$ cat config.mk
export PLATFORM = sky130hd
export DESIGN_NAME = dtc_bank
export DESIGN_NICKNAME = d
export VERILOG_FILES = /design/src/rtl/dtc_dcount.sv /design/src/rtl/dtc_bank.sv
export SDC_FILE = /design/constraint.sdc
export NUM_CORES = 1
export LEC_CHECK = 0
export CAP_MARGIN = 30
export CORE_MARGIN = 10
export CORE_UTILIZATION = 44
export DETAILED_ROUTE_END_ITERATION = 10
export GPL_ROUTABILITY_DRIVEN = 1
export PLACE_DENSITY_LB_ADDON = 0.15
export SLEW_MARGIN = 30
export SYNTH_ARGS = -nofsm -noshare
export SYNTH_HDL_FRONTEND = slang
export SYNTH_SLANG_ARGS = --single-unit
$ cat constraint.sdc
create_clock -name clk -period 2 [get_ports clk]
set_input_delay 0.2 -clock clk [delete_from_list [all_inputs] [get_ports clk]]
set_output_delay 0.2 -clock clk [all_outputs]
set_load 0.05 [all_outputs]
$ cat src/rtl/dtc_dcount.sv
// Down-counter that reloads a fixed value and reports when it has run out.
module dtc_dcount #(
  parameter int unsigned LOADV = 3
) (
  input  logic clk,
  input  logic rst_n,
  input  logic load_i,
  output logic zero_o
);
  localparam int unsigned W = (LOADV < 1) ? 1 : $clog2(LOADV + 1);

  logic [W-1:0] cnt_q, cnt_d;
  logic         cnt_en;

  assign cnt_en = load_i || (cnt_q != '0);

  always_comb begin
    cnt_d = cnt_q;
    if (load_i) cnt_d = W'(LOADV);
    else if (cnt_q != '0) cnt_d = cnt_q - W'(1);
  end

  always_ff @(posedge clk or negedge rst_n) begin
    if (!rst_n) cnt_q <= '0;
    else if (cnt_en) cnt_q <= cnt_d;
  end

  assign zero_o = (cnt_q == '0);
endmodule

$ cat src/rtl/dtc_bank.sv
// Timing state of one bank: open row, per-bank delays, pending close, row age.
module dtc_bank #(
  parameter int unsigned T_RCD     = 4,
  parameter int unsigned T_RAS     = 8,
  parameter int unsigned T_RC      = 12,
  parameter int unsigned T_RP      = 4,
  parameter int unsigned T_WREC    = 6,
  parameter int unsigned T_RAS_MAX = 14000,
  parameter int unsigned WARN_AT   = 13800
) (
  input  logic clk,
  input  logic rst_n,
  input  logic act_fire_i,
  input  logic rd_fire_i,
  input  logic wr_fire_i,
  input  logic pre_fire_i,
  input  logic auto_close_req_i,
  output logic open_o,
  output logic act_ready_o,
  output logic rw_ready_o,
  output logic pre_ready_o,
  output logic all_ready_o,
  output logic warn_o
);
  localparam int unsigned AW = $clog2(T_RAS_MAX + 1);

  logic rcd_zero, ras_zero, rc_zero, rp_zero, wrec_zero;
  logic open_q, open_d, ap_q, ap_d;
  logic auto_close, rp_load;
  logic [AW-1:0] age_q, age_d;
  logic age_en;

  assign auto_close = ap_q && ras_zero && wrec_zero;
  assign rp_load    = pre_fire_i || auto_close;

  dtc_dcount #(.LOADV(T_RCD - 1)) u_rcd (
    .clk(clk), .rst_n(rst_n), .load_i(act_fire_i), .zero_o(rcd_zero));
  dtc_dcount #(.LOADV(T_RAS - 1)) u_ras (
    .clk(clk), .rst_n(rst_n), .load_i(act_fire_i), .zero_o(ras_zero));
  dtc_dcount #(.LOADV(T_RC - 1)) u_rc (
    .clk(clk), .rst_n(rst_n), .load_i(act_fire_i), .zero_o(rc_zero));
  dtc_dcount #(.LOADV(T_RP - 1)) u_rp (
    .clk(clk), .rst_n(rst_n), .load_i(rp_load), .zero_o(rp_zero));
  dtc_dcount #(.LOADV(T_WREC - 1)) u_wrec (
    .clk(clk), .rst_n(rst_n), .load_i(wr_fire_i), .zero_o(wrec_zero));

  always_comb begin
    open_d = open_q;
    ap_d   = ap_q;
    if (act_fire_i) open_d = 1'b1;
    if (pre_fire_i || auto_close) open_d = 1'b0;
    if ((rd_fire_i || wr_fire_i) && auto_close_req_i) ap_d = 1'b1;
    if (auto_close) ap_d = 1'b0;
  end

  assign age_en = act_fire_i || (open_q && (age_q != AW'(T_RAS_MAX)));

  always_comb begin
    age_d = age_q;
    if (act_fire_i) age_d = '0;
    else if (open_q && (age_q != AW'(T_RAS_MAX))) age_d = age_q + AW'(1);
  end

  always_ff @(posedge clk or negedge rst_n) begin
    if (!rst_n) begin
      open_q <= 1'b0;
      ap_q   <= 1'b0;
    end else begin
      open_q <= open_d;
      ap_q   <= ap_d;
    end
  end

  always_ff @(posedge clk or negedge rst_n) begin
    if (!rst_n) age_q <= '0;
    else if (age_en) age_q <= age_d;
  end

  assign open_o      = open_q;
  assign act_ready_o = !open_q && rp_zero && rc_zero;
  assign rw_ready_o  = open_q && rcd_zero && !ap_q;
  assign pre_ready_o = open_q && ras_zero && wrec_zero && !ap_q;
  assign all_ready_o = !ap_q && (!open_q || (ras_zero && wrec_zero));
  assign warn_o      = open_q && (age_q >= AW'(WARN_AT));

  // no access in the clock right after the row opens
  p_rcd_gap_r2: assert property (@(posedge clk) disable iff (!rst_n)
    (act_fire_i && T_RCD > 1) |=> !rw_ready_o);
  // a row only closes once its row-active minimum has run out
  p_close_after_ras_r3: assert property (@(posedge clk) disable iff (!rst_n)
    $fell(open_q) |-> $past(ras_zero));
  // a pending close is only ever set on an open bank
  p_ap_on_open_r8: assert property (@(posedge clk) disable iff (!rst_n)
    $rose(ap_q) |-> open_q);
endmodule

==> metrics <==
outcome=completed; H-tree levels=2; Power, Total=around 1.4 mW; synth unique cells=32; Skew-Pair Late Insertion Delay=0.28 ns; I/O pin total=13; vias in the first global route=1327; CTS Sinks=30; Post-synth EDFFs=0; crit path from=age_q[0]$_DFFE_PN0P_; Worst R2R End=age_q[0]$_DFFE_PN0P_; root buf cell=clkbuf_8; Final Core Density=0.577; Avg Vias per Cell=5.24; leakage power=0.876 nW; DRT iter0 DRCs=between 90 and 100; Min-Delay Path Class=in -> async; Final Critical Period=1.90 ns; layout cells sized above 1=0.160; max-capacitance violation count=0; TritonCTS buffer count=5; kind of critical path=reg -> reg; Worst setup EP type=flip-flop; first-pass GRT wire length=around 5900 µm; Core Footprint=0.00344 mm²; peak supply drop=408 µV; CTS tree=yes; Worst-path clk slew=0.06 ns; GRT overflow=0; Die Y=about 80 µm; Final Skew=around 0.0043 ns; area leader, netlist=dfrtp_1; r2r setup slk=roughly 0.10 ns; Power Density=713 mW/mm²; detailed-route via count=1222; worst r2r path cells=6; Antenna diodes=0; top cells by count, synth=dfrtp_1, nor2_1, inv_1; Slew HR=0.668; gpl congestion=0.783; post-CTS setup buffer count=0; setup ws final=0.104 ns; WL final=~3300 µm; Synth Register Bits=30; final hold vios=0; Final nets=approximately 200; DR DRC count=0; count leader, synth=dfrtp_1; setup tns final=0 ns; initial antenna violation count=0; Post-Syn Instances=167; period utilisation layout=0.948; Critical Path Fanout Max=6; largest net degree at the start of global routing=31; Seq/Total Area, Yosys=0.464; Least-Margin Pin Slew=between 0.4 and 0.5 ns; Synth warnings=0; Arr. time, crit path=2.06 ns; final setup vio count=0; Synth Cell Area=about 0.0016 mm²; Worst EP required=2.16 ns; fmax=527 MHz; RSZ-0062 raised after global routing=no; largest cells by area after synthesis=dfrtp_1, ha_1, xnor2_1; Critical Path Source Type=flip-flop; Synth Net Count=roughly 180; die area=0.00650 mm²; wire length per cell=approximately 14 µm; FP Rows=21; Area Overhead vs Synth=22.8%; Layout fillers=301; Synth top area share=0.464; Final ANT Viol Nets=0; gr usage total=0.113; Final Slew Violations=0; Avg Cell Area, Syn=between 9 and 10 µm²; Top FF cell, synth=dfrtp_1; Reg-to-Reg Start=age_q[0]$_DFFE_PN0P_; initial core utilization=0.470; CTS Buffer Depth=2; Post-synth ARST share=1.00; Setup WS pre-CTS=0.114 ns; DIE WIDTH=80.6 µm; DRT Pass-1 Iters=4; Buffers on Ports=12; HPWL after detailed placement=between 2000 and 2500 µm; WHS=~0.31 ns
## final cells by class
type,instances,area [µm²],area share
Inverter,16,60.1,0.0302
Clock inverter,1,5.00,0.00252
Timing Repair Buffer,17,193,0.0970
Multi-Input combinational cell,116,835,0.420
Tap cell,46,57.6,0.0290
Clock buffer,7,86.3,0.0435
Sequential cell,30,751,0.378
## cell families after synthesis
group                      count (synthesis)  share of synthesized area
AOI/OAI and AO/OA                         25                     0.0967
and+or+nand+nor                           65                      0.222
adders and majority gates                  9                     0.0696
buffers and inverters                     21                     0.0495
DFF                                       30                      0.464
muxes                                      3                     0.0224
xor gates and xnor gates                  14                     0.0758
## critical path: stages (launching register included)
cell,delay [ns]
dfrtp_1,0.44
inv_1,0.11
ha_1,0.14
nand2_1,0.04
or4_4,0.55
o21ai_4,0.18
mux2_4,0.32
## per-stage QoR
stage,area [µm²],instances
after global placement,1860,225
after floorplan,1630,167
after CTS,1980,233
final,1990,233
after global routing,1990,233
after detailed placement,1860,225
## report_power, final
part	switching, mW	internal [mW]	leakage [nW]	total [mW]
sequential	0.0357	0.654	0.364	0.690
clock	0.221	0.277	0.0482	0.498
combinational	0.119	0.110	0.464	0.228
total	0.376	1.04	0.876	1.42
## cell usage in the layout, fill, tap and decap left out, types with 6 or more instances in the layout
cell / Yosys / routed
nor2_1: 17 / 17
inv_1: 16 / 16
xnor2_1: 10 / 10
nand2_1: 10 / 10
clkbuf_8: 0 / 6
buf_4: 0 / 7
a21oi_1: 10 / 9
clkdlybuf4s50_1: 0 / 6
ha_1: 9 / 7
o21ai_0: 7 / 7
nand2b_1: 10 / 8
dfrtp_1: 30 / 30
## sequential cells by signal, summed over array words and instances (netlist names)
register	cells
u_rcd.cnt_q	2
u_wrec.cnt_q	3
open_o	1
ap_q	1
u_rc.cnt_q	4
u_ras.cnt_q	3
u_rp.cnt_q	2
age_q	14
## routing by layer
metal / wire, µm / part of all wire / vias up / GRT usage
met5: 0 / 0 / - / 0
met4: 55 / 0.017 / 0 / 0.0440
met3: 163 / 0.049 / 4 / 0.0479
met2: 1650 / 0.50 / 21 / 0.185
met1: 1450 / 0.44 / 594 / 0.126
li1: - / - / 603 / -
## what timing repair did
action	CTS	global route
gates resized for setup	5	2
hold buffers	0	0
pin swaps	2	1
endpoints found under the setup margin	2	2
## worst max-delay path by stage
| stage | to | slack (ns) |
|---|---|---|
| after floorplan | warn_o | 0.03 |
| after global placement | age_q[0]$_DFFE_PN0P_ | 0.18 |
| after detailed placement | age_q[0]$_DFFE_PN0P_ | 0.11 |
| after CTS | pre_ready_o | 0.04 |
| after global routing | pre_ready_o | 0.006 |
| final | age_q[0]$_DFFE_PN0P_ | 0.10 |
No activity file was read; power rests on OpenSTA's default activity.
